## src/rtl/iocopy_pkg.sv

```systemverilog
package iocopy_pkg;
  localparam logic [7:0] MODE_COPY = 8'hC0;

  typedef enum logic [3:0] {
    RGN_NONE     = 4'd0,
    RGN_FLASH0   = 4'd1,
    RGN_FLASH1   = 4'd2,
    RGN_SCRATCH0 = 4'd3,
    RGN_SCRATCH1 = 4'd4,
    RGN_DATA_HI  = 4'd5,
    RGN_DATA_LO  = 4'd6,
    RGN_CODE_HI  = 4'd7,
    RGN_CODE_LO  = 4'd8
  } region_e;

  typedef enum logic [1:0] {
    ST_IDLE  = 2'd0,
    ST_FETCH = 2'd1,
    ST_STORE = 2'd2
  } xfer_state_e;
endpackage

```

## src/rtl/iocopy_bankdec.sv

```systemverilog
module iocopy_bankdec
  import iocopy_pkg::*;
(
  input  logic [7:0] sel_hi,   // bank byte 3
  input  logic [7:0] sel_top,  // bank byte 4
  output region_e    region
);
  always_comb begin
    region = RGN_NONE;
    if (sel_hi == 8'h84) begin
      region = RGN_FLASH0;
    end else if (sel_hi == 8'h88) begin
      region = RGN_FLASH1;
    end else if (sel_hi == 8'h00 && sel_top == 8'h80) begin
      region = RGN_SCRATCH0;
    end else if (sel_hi == 8'h40) begin
      // low-nibble 7 pattern overlaps the 3'b001 field, so it wins first
      if (sel_top[3:0] == 4'h7) begin
        region = RGN_SCRATCH1;
      end else begin
        unique case (sel_top[4:2])
          3'b101:  region = RGN_DATA_HI;
          3'b001:  region = RGN_DATA_LO;
          3'b100:  region = RGN_CODE_HI;
          3'b000:  region = RGN_CODE_LO;
          default: region = RGN_NONE;
        endcase
      end
    end
  end
endmodule

```

## src/rtl/iocopy_regs.sv

```systemverilog
module iocopy_regs #(
  parameter int BASE_PORT  = 6,
  parameter int ADDR_BYTES = 5
) (
  input  logic        clk,
  input  logic        rst_n,
  input  logic [7:0]  io_addr,
  input  logic        io_wr,
  input  logic [7:0]  io_wdata,
  output logic [7:0]  io_rdata,
  input  logic        busy_i,
  input  logic        step_i,
  output logic        start_o,
  output logic        last_o,
  output logic [7:0]  mode_o,
  output logic [15:0] src_off_o,
  output logic [15:0] dst_off_o,
  output logic [7:0]  src_b3_o,
  output logic [7:0]  src_b4_o,
  output logic [7:0]  dst_b3_o,
  output logic [7:0]  dst_b4_o
);
  localparam int IW = $clog2(ADDR_BYTES);
  localparam logic [7:0] BASE_P  = BASE_PORT[7:0];
  localparam logic [7:0] DST_P   = ADDR_BYTES[7:0];
  localparam logic [7:0] CLO_P   = DST_P + DST_P;
  localparam logic [7:0] CHI_P   = CLO_P + 8'd1;
  localparam logic [7:0] MODE_P  = CLO_P + 8'd2;
  localparam logic [7:0] CMD_P   = CLO_P + 8'd3;
  localparam logic [7:0] WIN_P   = CLO_P + 8'd4;

  logic [ADDR_BYTES-1:0][7:0] src_q, src_d, dst_q, dst_d;
  logic [15:0] cnt_q, cnt_d;
  logic [7:0]  mode_q, mode_d;
  logic [7:0]  off, doff;
  logic        in_win, wr_ok;

  assign off    = io_addr - BASE_P;
  assign doff   = off - DST_P;
  assign in_win = (io_addr >= BASE_P) && (off < WIN_P);
  assign wr_ok  = io_wr && in_win && !busy_i;

  assign start_o   = wr_ok && (off == CMD_P) && io_wdata[0];
  assign last_o    = (cnt_q == 16'd0);
  assign mode_o    = mode_q;
  assign src_off_o = {src_q[1], src_q[0]};
  assign dst_off_o = {dst_q[1], dst_q[0]};
  assign src_b3_o  = src_q[3];
  assign src_b4_o  = src_q[4];
  assign dst_b3_o  = dst_q[3];
  assign dst_b4_o  = dst_q[4];

  // next state
  always_comb begin
    src_d  = src_q;
    dst_d  = dst_q;
    cnt_d  = cnt_q;
    mode_d = mode_q;
    if (step_i) begin
      {src_d[1], src_d[0]} = {src_q[1], src_q[0]} + 16'd1;
      {dst_d[1], dst_d[0]} = {dst_q[1], dst_q[0]} + 16'd1;
      cnt_d = cnt_q - 16'd1;
    end else if (wr_ok) begin
      if (off < DST_P)       src_d[off[IW-1:0]]  = io_wdata;
      else if (off < CLO_P)  dst_d[doff[IW-1:0]] = io_wdata;
      else if (off == CLO_P) cnt_d[7:0]  = io_wdata;
      else if (off == CHI_P) cnt_d[15:8] = io_wdata;
      else if (off == MODE_P) mode_d = io_wdata;
    end
  end

  // registers
  always_ff @(posedge clk or negedge rst_n) begin
    if (!rst_n) begin
      src_q  <= '0;
      dst_q  <= '0;
      cnt_q  <= '0;
      mode_q <= '0;
    end else begin
      src_q  <= src_d;
      dst_q  <= dst_d;
      cnt_q  <= cnt_d;
      mode_q <= mode_d;
    end
  end

  // read-back
  always_comb begin
    io_rdata = 8'h00;
    if (in_win) begin
      if (off < DST_P)        io_rdata = src_q[off[IW-1:0]];
      else if (off < CLO_P)   io_rdata = dst_q[doff[IW-1:0]];
      else if (off == CLO_P)  io_rdata = cnt_q[7:0];
      else if (off == CHI_P)  io_rdata = cnt_q[15:8];
      else if (off == MODE_P) io_rdata = mode_q;
      else                    io_rdata = {7'd0, busy_i};
    end
  end

  p_step_src_r5: assert property (@(posedge clk) disable iff (!rst_n)
    step_i |=> src_off_o == $past(src_off_o) + 16'd1);
  p_step_cnt_r5: assert property (@(posedge clk) disable iff (!rst_n)
    step_i |=> cnt_q == $past(cnt_q) - 16'd1);
  p_bank_hold_r5: assert property (@(posedge clk) disable iff (!rst_n)
    step_i |=> $stable(src_b3_o) && $stable(dst_b4_o));
  p_lock_r7: assert property (@(posedge clk) disable iff (!rst_n)
    (busy_i && !step_i) |=> $stable(src_q) && $stable(dst_q) && $stable(cnt_q) && $stable(mode_q));
endmodule

```

## src/rtl/iocopy_engine.sv

```systemverilog
module iocopy_engine
  import iocopy_pkg::*;
(
  input  logic       clk,
  input  logic       rst_n,
  input  logic       start_i,
  input  logic [7:0] mode_i,
  input  logic       last_i,
  input  logic       rd_ack_i,
  input  logic [7:0] rd_data_i,
  input  logic       wr_ack_i,
  output logic       busy_o,
  output logic       rd_req_o,
  output logic       wr_req_o,
  output logic [7:0] wr_data_o,
  output logic       step_o
);
  xfer_state_e st_q, st_d;
  logic [7:0]  hold_q, hold_d;
  logic        mode_ok;

  assign mode_ok   = (mode_i == MODE_COPY);
  assign busy_o    = (st_q != ST_IDLE);
  assign rd_req_o  = (st_q == ST_FETCH);
  assign wr_req_o  = (st_q == ST_STORE);
  assign wr_data_o = hold_q;
  assign step_o    = (st_q == ST_STORE) && wr_ack_i;

  always_comb begin
    st_d   = st_q;
    hold_d = hold_q;
    unique case (st_q)
      ST_IDLE:  if (start_i && mode_ok) st_d = ST_FETCH;
      ST_FETCH: if (rd_ack_i) begin
                  hold_d = rd_data_i;
                  st_d   = ST_STORE;
                end
      ST_STORE: if (wr_ack_i) st_d = last_i ? ST_IDLE : ST_FETCH;
      default:  st_d = ST_IDLE;
    endcase
  end

  always_ff @(posedge clk or negedge rst_n) begin
    if (!rst_n) begin
      st_q   <= ST_IDLE;
      hold_q <= '0;
    end else begin
      st_q   <= st_d;
      hold_q <= hold_d;
    end
  end

  p_start_r3: assert property (@(posedge clk) disable iff (!rst_n)
    (!busy_o && start_i && mode_ok) |=> rd_req_o);
  p_rw_excl_r4: assert property (@(posedge clk) disable iff (!rst_n)
    !(rd_req_o && wr_req_o));
  p_rd_hold_r4: assert property (@(posedge clk) disable iff (!rst_n)
    (rd_req_o && !rd_ack_i) |=> rd_req_o);
  p_fetch_store_r4: assert property (@(posedge clk) disable iff (!rst_n)
    (rd_req_o && rd_ack_i) |=> wr_req_o && wr_data_o == $past(rd_data_i));
  p_end_r6: assert property (@(posedge clk) disable iff (!rst_n)
    (wr_req_o && wr_ack_i && last_i) |=> !busy_o);
  p_noop_r8: assert property (@(posedge clk) disable iff (!rst_n)
    (!busy_o && start_i && !mode_ok) |=> !busy_o);
endmodule

```

## src/rtl/iocopy_dma.sv

```systemverilog
module iocopy_dma
  import iocopy_pkg::*;
#(
  parameter int BASE_PORT  = 6,
  parameter int ADDR_BYTES = 5
) (
  input  logic        clk,
  input  logic        rst_n,
  input  logic [7:0]  io_addr,
  input  logic        io_wr,
  input  logic [7:0]  io_wdata,
  output logic [7:0]  io_rdata,
  output logic        busy,
  output logic        mem_rd_req,
  input  logic        mem_rd_ack,
  input  logic [7:0]  mem_rdata,
  output logic        mem_wr_req,
  input  logic        mem_wr_ack,
  output logic [7:0]  mem_wdata,
  output logic [15:0] mem_addr,
  output logic [3:0]  mem_region
);
  logic        rst_meta, rst_sn;
  logic        start, last, step;
  logic [7:0]  mode;
  logic [15:0] src_off, dst_off;
  logic [7:0]  sb3, sb4, db3, db4;
  region_e     src_rgn, dst_rgn;

  // asynchronous assert, synchronous release
  always_ff @(posedge clk or negedge rst_n) begin
    if (!rst_n) begin
      rst_meta <= 1'b0;
      rst_sn   <= 1'b0;
    end else begin
      rst_meta <= 1'b1;
      rst_sn   <= rst_meta;
    end
  end

  iocopy_regs #(.BASE_PORT(BASE_PORT), .ADDR_BYTES(ADDR_BYTES)) u_regs (
    .clk(clk), .rst_n(rst_sn),
    .io_addr(io_addr), .io_wr(io_wr), .io_wdata(io_wdata), .io_rdata(io_rdata),
    .busy_i(busy), .step_i(step), .start_o(start), .last_o(last), .mode_o(mode),
    .src_off_o(src_off), .dst_off_o(dst_off),
    .src_b3_o(sb3), .src_b4_o(sb4), .dst_b3_o(db3), .dst_b4_o(db4)
  );

  iocopy_engine u_eng (
    .clk(clk), .rst_n(rst_sn),
    .start_i(start), .mode_i(mode), .last_i(last),
    .rd_ack_i(mem_rd_ack), .rd_data_i(mem_rdata), .wr_ack_i(mem_wr_ack),
    .busy_o(busy), .rd_req_o(mem_rd_req), .wr_req_o(mem_wr_req),
    .wr_data_o(mem_wdata), .step_o(step)
  );

  iocopy_bankdec u_src_dec (.sel_hi(sb3), .sel_top(sb4), .region(src_rgn));
  iocopy_bankdec u_dst_dec (.sel_hi(db3), .sel_top(db4), .region(dst_rgn));

  assign mem_addr   = mem_wr_req ? dst_off : src_off;
  assign mem_region = mem_wr_req ? dst_rgn : src_rgn;

  p_idle_quiet_r1: assert property (@(posedge clk) disable iff (!rst_sn)
    !busy |-> !mem_rd_req && !mem_wr_req);
  p_addr_phase_r9: assert property (@(posedge clk) disable iff (!rst_sn)
    mem_rd_req |-> mem_addr == src_off);
endmodule

```

## config.mk

```make
export PLATFORM = sky130hd
export DESIGN_NAME = iocopy_dma
export DESIGN_NICKNAME = d
export VERILOG_FILES = /design/src/rtl/iocopy_pkg.sv /design/src/rtl/iocopy_bankdec.sv /design/src/rtl/iocopy_regs.sv /design/src/rtl/iocopy_engine.sv /design/src/rtl/iocopy_dma.sv
export SDC_FILE = /design/constraint.sdc
export NUM_CORES = 1
export LEC_CHECK = 0
export BUFFER_PORTS_ARGS = -buffer_cell sky130_fd_sc_hd__buf_4
export CAP_MARGIN = 20
export CORE_MARGIN = 2
export CORE_UTILIZATION = 45
export DETAILED_ROUTE_END_ITERATION = 7
export PLACE_DENSITY = 0.74
export SETUP_SLACK_MARGIN = 0.02
export SLEW_MARGIN = 5
export SYNTH_ARGS = -nofsm -noshare
export SYNTH_HDL_FRONTEND = slang
export SYNTH_SLANG_ARGS = --single-unit
```

## constraint.sdc

```tcl
create_clock -name clk -period 5.75 [get_ports clk]
set_clock_uncertainty 0.15 [all_clocks]
set_input_delay 0.2875 -clock clk [delete_from_list [all_inputs] [get_ports clk]]
set_output_delay 0.2875 -clock clk [all_outputs]
set_load 0.05 [all_outputs]
```

# Word-level counts from Yosys, hierarchy flattened
# Cells that the tools add are included.
# classes
addsub,5
n_lt_le_gt_ge,8
eq_ne,29
mux,49
bitwise_logic,5
n_reduce_logical,33
# ops
op,count
two-way mux 16 bit,12
two-way mux 8 bit,13
bitwise mux 40 bit,2
== test 8 bit (second input constant),7
binary-select mux 8 bit (select 3 bit),2
demux 8 bit (select 3 bit),2
two-way mux 4 bit,11
adder 16 x 1 -> 16 bit (second input constant),2
== test 8 x 4 -> 1 bit (second input constant),4
one-hot mux 4 bit (4 select lines),2
== test 8 x 7 -> 1 bit (second input constant),2
zero test 16 bit,1
zero test 8 bit,2
less-than comparator 8 x 4 -> 1 bit (second input constant),2
subtractor 16 x 1 -> 16 bit (second input constant),1
== test 3 bit (second input constant),4
nonzero test 2 bit,6
logical AND 1 bit,11
AND reduction 3 bit,3
== test 4 x 3 -> 1 bit (second input constant),2
greater-or-equal comparator 8 x 3 -> 1 bit (second input constant),1
less-than comparator 3 x 4 -> 1 bit (second input constant),2
less-than comparator 8 x 3 -> 1 bit (second input constant),1
AND reduction 4 bit,2
other kinds (18),32
# totals
regBits,116
input_bits,29
output_inout_bits,39
wordCells,146

# Depth between registers and ports, before layout
# depth
ltp_word,11
depth_mapped,11
mapped_depth_nobuf,8

# By module
# From an unflattened synthesis, not the netlist that was laid out.
# unflattened
cells_unflattened,876
area_unflattened_um2,8479.4
# by_module_without_submodules
mod,n_inst,cells_each,area_per_inst_um2,seq_area_each_um2
iocopy_regs,1,774,7368.3,2602.5
iocopy_engine,1,33,439.2,250.2
iocopy_dma,1,25,376.6,50.0
iocopy_bankdec,2,22,147.6,0.0

# Worst setup path before layout
# OpenSTA, ideal clock, no wires.
# synth_timing
path_kind,input-to-output
start,input io_addr[0]
end,output io_rdata[3]
arrival_ps,4283
required_time_ps,5313
path_slack_ps,1030
stages,8
n_path_buf,3
cell_sequence,buf_2 > clkinv_1 > ha_1 > clkbuf_1 > clkbuf_1 > mux4_2 > a221oi_1 > a2111oi_0
# synth_between
elab_chain_cells,8
word_cells_on_any_way,20
cone_classes,add/sub: 2; order compare: 4; eq/ne: 3; mux: 10; reduce/logical: 1
# synth_lines
item,line_no,source
from (decl),iocopy_dma.sv:9,"input logic [7:0] io_addr,"
"parallel branches: the longest is 7 deep, another holds subtractor 8 x 3 -> 8 bit",--,
two-way mux 8 bit *,iocopy_regs.sv:90,if (in_win) begin
to (decl),iocopy_dma.sv:12,"output logic [7:0] io_rdata,"
# Every way passes the cells marked *. The select of a mux whose other input is x is not followed.

# Worst setup path after layout
# layout_timing
start,input io_addr[1]
end,output io_rdata[3]
# The elaborated chain is that of the path after synthesis.

==> flow_metrics.tcl <==
set metrics [dict create \
    gp_congestion 0.943 \
    r2r-start "u_eng.st_q[1]" \
    ctsHtreeMaxLevel 4 \
    worstReg2RegEnd "u_regs.src_b4_o[6]" \
    end_kind "output pin" \
    syn_inst 778 \
    async_reset_ff_share_pct 100 \
    antenna_cells 0 \
    insertion_delay_ns 0.42 \
    dr.pass1.iters 6 \
    min_path_type "in2async" \
    area_delta_synth_final_pct 18.5 \
    cp-start-kind "primary input" \
    ir_drop_uv 265 \
    finalSetupViolCount 0 \
    die-area_mm2 0.0172 \
    p_int_mw 2.12 \
    syn-num-nets 817 \
    hold_viol 0 \
    fp.coreArea_mm2 0.0159 \
    fmax_ghz 0.244 \
    p_sw_share_pct 37.9 \
    drv_cap 0 \
    synth_edf_count 0 \
    dp_worst_setup_slack_ns 1.81 \
    syn_area_mm2 0.00729 \
    wire_per_inst_um 21.5 \
    io_buffers 67 \
    grtUsageTotal_pct 26.6 \
    worst_pin_slew_ns 0.920 \
    cts_tree "done" \
    ys_warn_count 0 \
    synth_cell_types 69 \
    worst-setup-path-type "in2out" \
    post_cts_resized 0 \
    status "finished clean" \
    path_clk_slew_ns 0.05 \
    drive_above_1_share_pct 23.7 \
    antenna_found_initial 0 \
    fin_crit_sh_pct 71.1 \
    pwr-share-comb_pct 31.5 \
    p_clk_share_pct 33.6 \
    p_seq_share_pct 34.9 \
    routed_wl_um 22800 \
    cp_max_fo 29 \
    die_y_um 131 \
    grt_max_degree 68 \
    cts_setup_buffers 0 \
    syn_area_per_cell_um2 9.37 \
    cp_data_required_time_ns 5.31 \
    num_rows 46 \
    finalCriticalPeriod_ns 4.09 \
    p_sw_mw 1.29 \
    grt_pass1_wl_um 35700 \
    ys.flop_type "dfrtp_1" \
    nets 870 \
    final_cell_mix "nand2_1 (117), dfrtp_1 (115), buf_4 (72)" \
    cts_made_buffers 17 \
    p_per_area_mw_per_mm2 395 \
    cts_sinks 116 \
    initial_core_util_pct 45.9 \
    die_w_um 131 \
    reg2regPathDepth 5 \
    finalSetupTns_ns 0 \
    cts_buffer_depth 2 \
    seq_area_frac_synth_pct 39.8 \
    rrSetupSlack_ns 2.86 \
    drt_iter0_markers 724 \
    power_leakage_nw 3.85 \
    ant_nets 0 \
    grt.overflow.total 0 \
    io_pins 68 \
    synth_seq_cells 116 \
    vias_per_cell 6.29 \
    slew_headroom_pct 38.1 \
    drt_drc_violations_left 0 \
    grt_setup_unrepaired "no" \
    final_common_cell "nand2_1" \
    grt_pass1_vias 6315 \
    slew_viol_final 0 \
    fin_ws_ns 1.66 \
    hpwl_um 15800 \
    vias 6669 \
    clockRootBuffer "clkbuf_16" \
    crit_arrival_ns 3.65 \
]
## power by group through the flow
stage / Sequential [mW] / Combinational (mW) / Clock (mW)
floorplan: 1.21 / 0.691 / 0
global placement: 1.19 / 1.05 / 0
detailed placement: 1.19 / 1.06 / 0
CTS: 1.18 / 1.07 / 1.16
global route: 1.21 / 1.15 / 1.19
finish: 1.19 / 1.08 / 1.15
## worst max path at each step
| stage | startpoint | end |
|---|---|---|
| 2_1_floorplan | io_addr[0] | io_rdata[3] |
| 4_1_cts | io_addr[1] | io_rdata[4] |
| 6_report | io_addr[1] | io_rdata[3] |
| 5_1_grt | io_addr[1] | io_rdata[3] |
| 3_3_place_gp | io_addr[1] | io_rdata[4] |
| 3_5_place_dp | io_addr[1] | io_rdata[4] |
## routing by layer
layer / vias to the layer above / wire, µm / track usage, %
met2: 328 / 10500 / 40.7
met5: - / 0 / 0
met3: 45 / 1860 / 6.33
li1: 3008 / - / -
met4: 0 / 449 / 8.21
met1: 3288 / 10100 / 37.6
## Yosys cell counts (4+ instances only)
cell       count  area share [%]
o211ai_1       7            0.72
ha_1          10             1.7
o211a_1        4            0.55
nand4b_1       4            0.48
nor3b_1        4            0.41
nor3_1        21             1.4
nand2_1      117             6.0
nor4_1        18             1.5
dfrtp_1      116              40
nand2b_1       4            0.34
mux2_2        53             8.2
or3_1          6            0.51
a31oi_1        7            0.60
a311oi_1       4            0.48
clkbuf_1      35             1.8
a221oi_1      12             1.4
nor2b_1       11            0.94
or4_1          5            0.51
a22o_1         7            0.84
buf_2          6            0.41
o221a_2        7             1.1
inv_1         12            0.62
o21ai_0       41             2.8
mux2_4        16             3.3
mux2i_1       13             1.8
mux4_2        10             3.1
a21oi_1       33             2.3
nand4_1       16             1.4
nand3_1       39             2.7
a2111oi_0      4            0.48
and3_1        11            0.94
nor2_1        59             3.0
a211oi_1      11             1.1
## stage by stage
stage | util (%) | hold slack, ns | std cells | area (µm²) | total power, mW
floorplan | - | -0.158 | 778 | 7290 | 1.90
global route | 54.4 | 0.0367 | 1060 | 8640 | 3.55
CTS | 54.4 | 0.0144 | 1060 | 8640 | 3.41
global placement | 49.7 | -0.0789 | 1018 | 7900 | 2.24
finish | 54.4 | 0.0315 | 1060 | 8640 | 3.41
detailed placement | 49.7 | -0.0769 | 1018 | 7900 | 2.25
## critical path, cell delays in order
cell and delay (ns):
buf_4 0.26, inv_1 0.13, ha_1 0.66, xnor2_1 0.90, and3_1 0.34, a221oi_1 0.11, a2111oi_0 0.63, buf_4 0.32
## timing repair
item,in CTS,in global routing
setup endpoints to repair,0,0
endpoints found under the hold margin,12,0
hold buffers,10,0
## cell families after synthesis
family                     Yosys count  synth area share [%]
buffers and inverters               62                  3.55
other                                1                0.0514
AOI/OAI and AO/OA                  159                  15.3
muxes                               92                  16.4
DFF                                116                  39.8
xor gates and xnor gates             4                 0.738
adders and majority gates           10                  1.72
and+or+nand+nor                    334                  22.5
## sequential cells by signal (all words and copies together) (netlist names), 2 cells and up
register	cells
u_eng.st_q	2
u_eng.wr_data_o	8
u_regs.cnt_q	16
u_regs.dst_b3_o	8
u_regs.dst_b4_o	8
u_regs.dst_off_o	16
u_regs.dst_q	8
u_regs.mode_o	8
u_regs.src_b3_o	8
u_regs.src_b4_o	8
u_regs.src_off_o	16
u_regs.src_q	8
## layout make-up
class                           instances  area, µm²
Clock inverter                          8        146
Tap cell                              216        270
Timing Repair Buffer                   82        641
Fill cell                            1473       7250
Inverter                               14       52.6
Clock buffer                           24        492
Sequential cell                       116       2910
Multi-Input combinational cell        600       4130
Power figures use the tool's default switching activity.
